==> src/rtl/static_slot_seq_pkg.sv <==
package static_slot_seq_pkg;
  typedef enum logic [1:0] {
    PH_IDLE     = 2'd0,
    PH_STATIC   = 2'd1,
    PH_FINISHED = 2'd2
  } seg_phase_e;
endpackage

==> src/rtl/slot_timer.sv <==
module slot_timer #(
  parameter int MT_W = 8
) (
  input  logic            clk,
  input  logic            rst_n,
  input  logic            restart,
  input  logic            enable,
  input  logic            tick,
  input  logic [MT_W-1:0] slot_len,
  input  logic [MT_W-1:0] ap_off,
  output logic            at_ap,
  output logic            at_end
);
  localparam logic [MT_W-1:0] ONE = MT_W'(1);

  logic [MT_W-1:0] mt_cnt;
  logic            live;

  assign live   = enable & tick & ~restart;
  assign at_ap  = live & (mt_cnt == ap_off);
  assign at_end = live & (mt_cnt == slot_len - ONE);

  always_ff @(posedge clk) begin
    if (!rst_n || restart) begin
      mt_cnt <= '0;
    end else if (at_end) begin
      mt_cnt <= '0;
    end else if (live) begin
      mt_cnt <= mt_cnt + ONE;
    end
  end
endmodule

==> src/rtl/tx_gate.sv <==
module tx_gate #(
  parameter int SLOT_W = 6
) (
  input  logic              clk,
  input  logic              rst_n,
  input  logic              clear,
  input  logic              fire,
  input  logic [SLOT_W-1:0] slot_in,
  output logic              tx_strobe,
  output logic [SLOT_W-1:0] tx_slot_id
);
  logic sent;

  always_ff @(posedge clk) begin
    if (!rst_n) begin
      sent       <= 1'b0;
      tx_strobe  <= 1'b0;
      tx_slot_id <= '0;
    end else begin
      tx_strobe <= fire & ~sent;
      if (fire && !sent) begin
        tx_slot_id <= slot_in;
      end
      sent <= clear ? 1'b0 : (sent | fire);
    end
  end
endmodule

==> src/rtl/static_slot_seq.sv <==
module static_slot_seq
  import static_slot_seq_pkg::*;
#(
  parameter int SLOT_W = 6,
  parameter int MT_W   = 8,
  parameter int CYC_W  = 6
) (
  input  logic              clk,
  input  logic              rst_n,
  input  logic              cycle_start,
  input  logic [CYC_W-1:0]  cycle_num,
  input  logic              mt_tick,
  input  logic [SLOT_W-1:0] cfg_num_slots,
  input  logic [MT_W-1:0]   cfg_slot_len,
  input  logic [MT_W-1:0]   cfg_ap_off,
  output logic [SLOT_W-1:0] query_slot,
  output logic [CYC_W-1:0]  query_cycle,
  input  logic              query_pending,
  output logic [SLOT_W-1:0] slot_cnt,
  output logic              tx_strobe,
  output logic [SLOT_W-1:0] tx_slot_id,
  output logic              slot_bound,
  output logic              seg_done,
  output logic              cfg_err
);
  localparam int CMP_W = SLOT_W + 1;
  localparam logic [SLOT_W-1:0] SLOT_ONE = SLOT_W'(1);

  seg_phase_e       phase;
  logic             running;
  logic             at_ap;
  logic             at_end;
  logic             last_slot;
  logic [CYC_W-1:0] cyc_q;
  logic [CMP_W-1:0] slot_ext_nxt;

  assign running      = (phase == PH_STATIC);
  assign cfg_err      = (cfg_ap_off >= cfg_slot_len);
  assign slot_ext_nxt = {1'b0, slot_cnt} + CMP_W'(1);
  assign last_slot    = slot_ext_nxt > {1'b0, cfg_num_slots};
  assign query_slot   = slot_cnt;
  assign query_cycle  = cyc_q;

  slot_timer #(.MT_W(MT_W)) u_timer (
    .clk      (clk),
    .rst_n    (rst_n),
    .restart  (cycle_start),
    .enable   (running),
    .tick     (mt_tick),
    .slot_len (cfg_slot_len),
    .ap_off   (cfg_ap_off),
    .at_ap    (at_ap),
    .at_end   (at_end)
  );

  tx_gate #(.SLOT_W(SLOT_W)) u_gate (
    .clk        (clk),
    .rst_n      (rst_n),
    .clear      (cycle_start | at_end),
    .fire       (at_ap & query_pending & ~cfg_err),
    .slot_in    (slot_cnt),
    .tx_strobe  (tx_strobe),
    .tx_slot_id (tx_slot_id)
  );

  always_ff @(posedge clk) begin
    if (!rst_n) begin
      phase      <= PH_IDLE;
      slot_cnt   <= '0;
      cyc_q      <= '0;
      slot_bound <= 1'b0;
      seg_done   <= 1'b0;
    end else begin
      slot_bound <= 1'b0;
      seg_done   <= 1'b0;
      if (cycle_start) begin
        phase    <= PH_STATIC;
        slot_cnt <= SLOT_ONE;
        cyc_q    <= cycle_num;
      end else if (at_end) begin
        slot_cnt   <= slot_cnt + SLOT_ONE;
        slot_bound <= 1'b1;
        if (last_slot) begin
          phase    <= PH_FINISHED;
          seg_done <= 1'b1;
        end
      end
    end
  end
endmodule

==> config.mk <==
export PLATFORM = sky130hd
export DESIGN_NAME = static_slot_seq
export DESIGN_NICKNAME = d
export VERILOG_FILES = /design/src/rtl/static_slot_seq_pkg.sv /design/src/rtl/slot_timer.sv /design/src/rtl/tx_gate.sv /design/src/rtl/static_slot_seq.sv
export SDC_FILE = /design/constraint.sdc
export NUM_CORES = 1
export LEC_CHECK = 0
export BUFFER_PORTS_ARGS = -buffer_cell sky130_fd_sc_hd__buf_2
export CORE_ASPECT_RATIO = 0.75
export CORE_UTILIZATION = 35
export CTS_CLUSTER_SIZE = 28
export DETAILED_ROUTE_END_ITERATION = 8
export GPL_ROUTABILITY_DRIVEN = 0
export PLACE_DENSITY_LB_ADDON = 0.08
export SLEW_MARGIN = 20
export SYNTH_ARGS = -nofsm -noshare
export SYNTH_HDL_FRONTEND = slang
export SYNTH_SLANG_ARGS = --single-unit
==> constraint.sdc <==
create_clock -name clk -period 5.7 [get_ports clk]
set_input_delay 0.285 -clock clk [delete_from_list [all_inputs] [get_ports clk]]
set_output_delay 0.285 -clock clk [all_outputs]
set_load 0.005 [all_outputs]
======== After elaboration in Yosys (flattened, before gate mapping) ========
Cells that the tools add are included.
word-level totals
  input bits .............................. 33
  flip-flop bits (word level) ............. 32
  word-level logic and storage cells ...... 53
cells by class
  $add $sub $neg .......................... 4
  reductions and logical operators ........ 12
  bitwise operators ....................... 14
  multiplexer cells ....................... 7
  equality and inequality tests ........... 3
  $lt $le $gt $ge ......................... 2
operators with widths
  kind                   number
  $eq A8 B8 Y1           2
  $add A8 B1 Y8 const B  1
  $ge A8 B8 Y1           1
  $sub A8 B1 Y8 const B  1
  $add A6 B1 Y7 const B  1
  $and A1 B1 Y1          7
  $gt A7 B6 Y1           1
  $mux W1                7
  $add A6 B1 Y6 const B  1
  $reduce_or A2 Y1       3
  $not A1 Y1             5
  $reduce_and A2 Y1      2
  $reduce_bool A2 Y1     2
  $reduce_or A3 Y1       1
  $eq A2 B1 Y1 const B   1
  $logic_not A1 Y1       2
  $or A1 B1 Y1           2
  $logic_and A1 B1 Y1    1
  $logic_or A1 B1 Y1     1

======== Depth between registers and ports, before layout ========
Gate-level depths: netlist of run 1.
  word-level depth ........................ 7
  depth in mapped cells ................... 11

======== Cells and area by module ========
Synthesis of run 1 repeated with hierarchy kept, for this count alone.
unflattened totals
  cells, all modules ...................... 248
  area total of the unflattened synthesis .. 2133.3 sq um
by module, submodules not included
  module           cells each  sequential area each (sq um)  times used  area an instance (sq um)
  static_slot_seq  120         320.3                         1           1073.5
  slot_timer       96          160.2                         1           739.5
  tx_gate          32          160.2                         1           320.3

======== Worst setup path before layout of run 1 ========
OpenSTA, ideal clock, no wires.
  path kind ............................... reg-to-reg
  from .................................... register slot_cnt[2] (netlist: query_slot[2])
  to ...................................... register phase[1]
  arrival time ............................ 2297 ps
  slack ................................... 3286 ps
  stages on the path, launching flop included .. 11
  period minus slack after synthesis ...... 2414 ps
  path buffers ............................ 1
  cells stage by stage .................... dfxtp_1 -> clkbuf_1 -> and3_1 -> nand3_1 -> xnor2_1 -> ha_1 -> and3_1 -> a221o_1 -> a21oi_1 -> nor2_1 -> a22o_1
on the way
  word-level cells in the longest chain between the ends .. 3
RTL lines
  item                                RTL line               text
  from (decl)                         static_slot_seq.sv:19  output logic [SLOT_W-1:0] slot_cnt,
  from (signal assigned)              static_slot_seq.sv:81  slot_cnt <= slot_cnt + SLOT_ONE;
  $add A6 B1 Y7                       static_slot_seq.sv:39  assign slot_ext_nxt = {1'b0, slot_cnt} + CMP_W'(1);
  net slot_ext_nxt[5]                 static_slot_seq.sv:35  logic [CMP_W-1:0] slot_ext_nxt;
  $gt A7 B6 Y1                        static_slot_seq.sv:40  assign last_slot = slot_ext_nxt > {1'b0, cfg_num_slots};
  $reduce_and A2 Y1 (no source line)  n/a
  to (signal assigned)                static_slot_seq.sv:68  phase <= PH_IDLE;
  to (signal assigned)                static_slot_seq.sv:77  phase <= PH_STATIC;
  to (signal assigned)                static_slot_seq.sv:84  phase <= PH_FINISHED;
  to (decl)                           static_slot_seq.sv:29  seg_phase_e phase;
The timed path passes the listed nets, and every way through them passes these cells.
A chain may end at the register's enable or synchronous reset.

======== Worst setup path after layout of run 1 ========
Ends and elaborated chain as after synthesis.

==> results of run 1 <==
[cells in the final DEF (no fill, tap or decap), drive strengths merged, types with 3 or more instances in the layout]
| master | instances |
|---|---|
| buf | 61 |
| clkbuf | 6 |
| nand2b | 3 |
| xor2 | 14 |
| and3 | 8 |
| nor2 | 9 |
| o21a | 3 |
| dfxtp | 32 |
| inv | 18 |
| a21oi | 6 |
| nand3 | 15 |
| nand2 | 12 |
| o21ai | 7 |
| ha | 17 |
| mux2i | 15 |
| nor2b | 15 |
| or3b | 3 |
| xnor2 | 14 |
| nand4b | 4 |
| nand4 | 8 |
| nor3 | 16 |
[layer usage]
metal | global-route usage [%] | share of wire [%] | vias up | wire length [um]
met4 | 3.98 | 0.37 | 0 | 21
li1 | - | - | 1021 | -
met3 | 4.09 | 7.3 | 2 | 413
met1 | 28.7 | 54 | 859 | 3060
met5 | 0 | 0 | - | 0
met2 | 23.3 | 38 | 62 | 2180
[power breakdown]
group	total (mW)	internal [mW]	leakage, nW	switching [mW]
clock network	0.215	0.130	0.0552	0.0857
registers	0.230	0.227	0.259	0.00311
logic	0.0770	0.0357	0.912	0.0413
[flip-flops by register name (all words and copies together) (netlist names)]
name and cells:
query_cycle 6, slot_bound 1, u_gate.sent 1, phase 2, query_slot 6, u_gate.tx_slot_id 6, u_timer.mt_cnt 8, u_gate.tx_strobe 1
seg_done 1
[critical path: stages (launching register included)]
cell and delay [ns]:
dfxtp_1 0.53, and3_1 0.29, nand3_1 0.16, xnor2_1 0.17, ha_1 0.30, and3_1 0.20
a221o_1 0.32, a21oi_1 0.27, nor2_1 0.07, a22o_1 0.21
[per-stage QoR]
step | setup WS, ns | util [%]
after floorplan | 3.29 | -
after global placement | 3.05 | 40.9
after detailed placement | 3.07 | 40.9
after CTS | 3.06 | 42.6
after global routing | 2.76 | 42.6
final | 3.06 | 42.6
[final cells by class]
class,count,area (um^2)
Clock buffer,6,72.6
Clock inverter,2,35.0
Fill cell,660,3640
Inverter,18,67.6
Multi-Input combinational cell,195,1480
Sequential cell,32,641
Tap cell,81,101
Timing Repair Buffer,61,308
[cells in the mapped netlist (all sizes together) (4+ instances only)]
cell type	n	area share, %
nor2	9	1.5
nand2	12	2.0
dfxtp	32	28
nand4	8	2.2
nor3	16	3.5
and3	8	2.2
inv	18	2.9
mux2i	15	6.5
a21oi	6	1.5
clkbuf	10	1.6
nor2b	15	4.1
xnor2	14	5.3
o21ai	7	1.5
ha	17	9.2
buf	12	3.5
xor2	14	5.3
nand4b	4	1.5
nand3	15	3.3
[cells by family (layout without fill, tap and decap cells)]
logic type,Yosys count,in the layout,share of synthesized area (%)
fa+ha+maj,17,17,9.21
flops,32,32,27.8
buf+inv,40,87,8.02
simple gates,102,102,25.6
compound gates,31,31,11.3
mux,17,17,7.48
xor+xnor,28,28,10.6
[worst min path at each step]
stage / to / slack (ns) / depth (start not counted)
floorplan: u_gate.tx_slot_id[0] / 0.41 / 1
global placement: phase[1] / 0.48 / 1
detailed placement: phase[1] / 0.48 / 1
CTS: query_cycle[4] / 0.25 / 3
global route: query_cycle[2] / 0.27 / 3
finish: query_cycle[4] / 0.26 / 3
==> results.yml, run 1 <==
logic_synthesis:
  netlist_instances: 267
  syn-num-nets: 317
  ys_seq_area_share_pct: 27.8
  syn_area_per_cell_um2: 8.65
  synth_cell_type_count: 48
  yosys_warnings: 0
  synthFlopType: "dfxtp_1"
  synth-async-reset-ratio_pct: 0
  synth-seq-cells: 32
  synth_edf_count: 0
  syn_area_um2: 2310
sta:
  hold_viol_final: 0
  drv_slew: 0
  period_minus_slack_ns: 2.64
  max_slew_margin_pct: 51.4
  rsz0062_at_grt: "false"
  finalClockSkew_ns: 0.00525
  max_freq_mhz: 379
  worstMarginPinSlew_ns: 0.729
  whs_ns: 0.261
  tns_ns: 0
  finalCritPeriodShare_pct: 46.3
  setup_violations: 0
worst_setup_path:
  r2r-end: "phase[1]"
  r2r_start: "query_slot[2]"
  crit_path_start_kind: "register"
  path_class: "reg2reg"
  critPathArrivalTime_ns: 2.81
  cp-end-kind: "register"
  startpoint: "query_slot[2]"
  critical_path_required_ns: 5.87
  endpoint: "phase[1]"
  ff2ff_path_depth: 9
  path_max_fanout: 10
  rrSetupSlack_ns: 3.06
cts:
  cts_setup_buffers: 0
  cts_hold_buf: 0
  clock-sinks: 32
  htreeDepth: 2
  clock_path_buffers: 2
  clkLatencyLatePin_ns: 0.28
  cts_buffers: 5
  cts_tree: "done"
  clkTransAtPathRegs_ns: 0.07
  cts.repair.resized: 0
  clock-root-buffer: "clkbuf_8"
power:
  vdd_drop_max_uv: 114
  leakagePower_nw: 1.23
  total_power_uw: 523
  power_density_nw_per_um2: 193
floorplanning:
  die_h_um: 72.3
  die_width_um: 95.8
  die-area_um2: 6930
  core-area_um2: 6350
  num_rows: 25
  io_pins: 61
  initial_utilization_pct: 36.4
finish:
  synthToLayoutAreaGrowth_pct: 17.3
  antenna_cells: 0
  fin_nets: 363
  layout-drive-gt1-share_pct: 24.5
  stdcell_area_um2: 2710
  instances_no_fill: 395
global_route:
  globalRouteTotalUtil_pct: 17.9
  grt_pass1_vias: 1771
  grt_pass1_wl_mm: 9.29
  grt_antenna_before_repair: 0
  grt_max_degree: 20
  gr-total-overflow: 0
detailed_routing:
  vias: 1944
  post_drt_via_cell_ratio: 4.92
  routed_wl_mm: 5.67
  drcViolationCount: 0
  drt_first_pass_iters: 4
  ant_nets: 0
  first_iter_violations: 103
  wl_per_cell_um: 14.3
min_path:
  hp-start: "cycle_num[4]"
  hp-class: "in2reg"
placed_design:
  io_buffers: 60
  hpwl_mm: 4.42
  post-place-cells: 387
  placed_area_um2: 2600
status:
  status: "completed"
run:
  maxCapViolations: 0
Note: power is estimated with default switching activity, not from simulation.
==> run 2, diff against run 1 <==
==> constraint.sdc (replaced) <==
create_clock -name clk -period 2.4 [get_ports clk]
set_input_delay 0.12 -clock clk [delete_from_list [all_inputs] [get_ports clk]]
set_output_delay 0.12 -clock clk [all_outputs]
set_load 0.005 [all_outputs]
==> results.yml, run 2 (synthesis results as in run 1) <==
sta:
  max_slew_margin_pct: 62.6
  rsz0062_at_grt: "false"
  tns_ns: 0
  finalClockSkew_ns: 0.00363
  hold_viol_final: 0
  drv_slew: 0
  max_freq_mhz: 456
  setup_violations: 0
  finalCritPeriodShare_pct: 91.3
  period_minus_slack_ns: 2.19
  worstMarginPinSlew_ns: 0.555
global_route:
  globalRouteTotalUtil_pct: 18.2
  grt_pass1_vias: 1918
  grt_pass1_wl_mm: 9.58
  gr-total-overflow: 0
  grt_max_degree: 20
  grt_antenna_before_repair: 0
worst_setup_path:
  crit_path_start_kind: "register"
  path_class: "reg2reg"
  cp-end-kind: "register"
  critical_path_required_ns: 2.57
  path_max_fanout: 3
  critPathArrivalTime_ns: 2.36
  startpoint: "query_slot[1]"
  r2r_start: "query_slot[1]"
floorplanning:
  initial_utilization_pct: 36.4
  die-area_um2: 6930
  io_pins: 61
  core-area_um2: 6350
  die_h_um: 72.3
  die_width_um: 95.8
  num_rows: 25
status:
  status: "completed"
detailed_routing:
  post_drt_via_cell_ratio: 4.93
  wl_per_cell_um: 13.8
  ant_nets: 0
  drcViolationCount: 0
  first_iter_violations: 72
  drt_first_pass_iters: 4
  vias: 2026
  routed_wl_mm: 5.66
power:
  vdd_drop_max_uv: 308
  p_switching_uw: 303
  power_frac_clock_pct: 37.0
  combPwrFrac_pct: 16.2
  power_density_nw_per_um2: 409
  leakagePower_nw: 1.31
  p_seq_share_pct: 46.8
  switching_share_pct: 26.0
  internal_power_uw: 863
cts:
  clock-root-buffer: "clkbuf_8"
  htreeDepth: 2
  cts_buffers: 5
  clock_path_buffers: 2
  clkTransAtPathRegs_ns: 0.07
  cts_hold_buf: 0
  cts_tree: "done"
  clkLatencyLatePin_ns: 0.28
  clock-sinks: 32
min_path:
  hp-class: "in2reg"
  hp-start: "cycle_num[5]"
placed_design:
  io_buffers: 60
  hpwl_mm: 4.42
run:
  maxCapViolations: 0
finish:
  antenna_cells: 0
  final_common_cell: "buf_2"
  fin_nets: 379
  top_register: "u_timer.mt_cnt"
  mostFrequentLayoutCells: "buf_2 (60), dfxtp_1 (31), inv_1 (18)"
  seq_area_um2: 642
  largest_reg_flops: 8
  multi_input_area_um2: 1490
  layout-drive-gt1-share_pct: 29.1
  synthToLayoutAreaGrowth_pct: 23.5
  utilization_pct: 44.9
  fillerInstances: 672
## run 2: changes by cell type in the layout (fill, tap and decap cells not counted), sizes merged
cell	change
clkinv	-1
buf	+16
clkbuf	+1
bufinv	-1
clkinvlp	+1
## run 2: critical path: stages (launching register included)
cell,delay [ns]
dfxtp_1,0.36
and3_1,0.19
nand3_1,0.14
xnor2_2,0.18
ha_1,0.29
and3_1,0.20
a221o_1,0.33
a21oi_2,0.16
nor2_1,0.06
a22o_1,0.18
## run 2: final cells by class
cell class	count	share of cell area, %
flip-flops and latches	32	22.5
multi-input cells	195	52.4
inverters	18	2.37
well taps	81	3.55
clock buffers	7	3.03
repair buffers	77	15.9
clock inverters	1	0.263
## run 2: final timing paths
path	to	slack [ns]	depth (start not counted)
worst max-delay path	phase[1]	0.21	9
worst min-delay path	query_cycle[5]	0.1	3
worst max register to register	phase[1]	0.21	9
worst min register to register	phase[1]	0.50	1
## run 2: metal layers
metal,share of wire [%],track usage [%],vias up
met2,39,25.2,48
met5,0,0,-
li1,-,-,1051
met4,0.21,2.99,0
met1,56,28.7,925
met3,4.5,3.67,2
## run 2: metrics by stage
| stage | power (mW) | std cells | setup WS, ns | hold slack, ns | cell area [um^2] |
|---|---|---|---|---|---|
| final | 1.17 | 411 | 0.209 | 0.0977 | 2850 |
| after global routing | 1.24 | 411 | 0.0314 | 0.114 | 2850 |
| after CTS | 1.19 | 411 | 0.115 | 0.0848 | 2840 |
| after detailed placement | 0.746 | 403 | 0.149 | 0.396 | 2750 |
| after global placement | 0.747 | 403 | 0.208 | 0.379 | 2750 |
| after floorplan | 0.672 | 267 | 0.0700 | 0.248 | 2310 |
## run 2: power groups by stage
stage	sequential (mW)	clock, mW	combinational, mW
3_3_place_gp	0.557	0	0.190
4_1_cts	0.545	0.450	0.190
5_1_grt	0.546	0.480	0.213
3_5_place_dp	0.557	0	0.189
2_1_floorplan	0.558	0	0.114
6_report	0.546	0.431	0.189
## run 2: repair_timing
item,4_1_cts,5_1_grt
setup endpoints to repair,0,3
gates resized for setup,0,3
buffers inserted,0,0
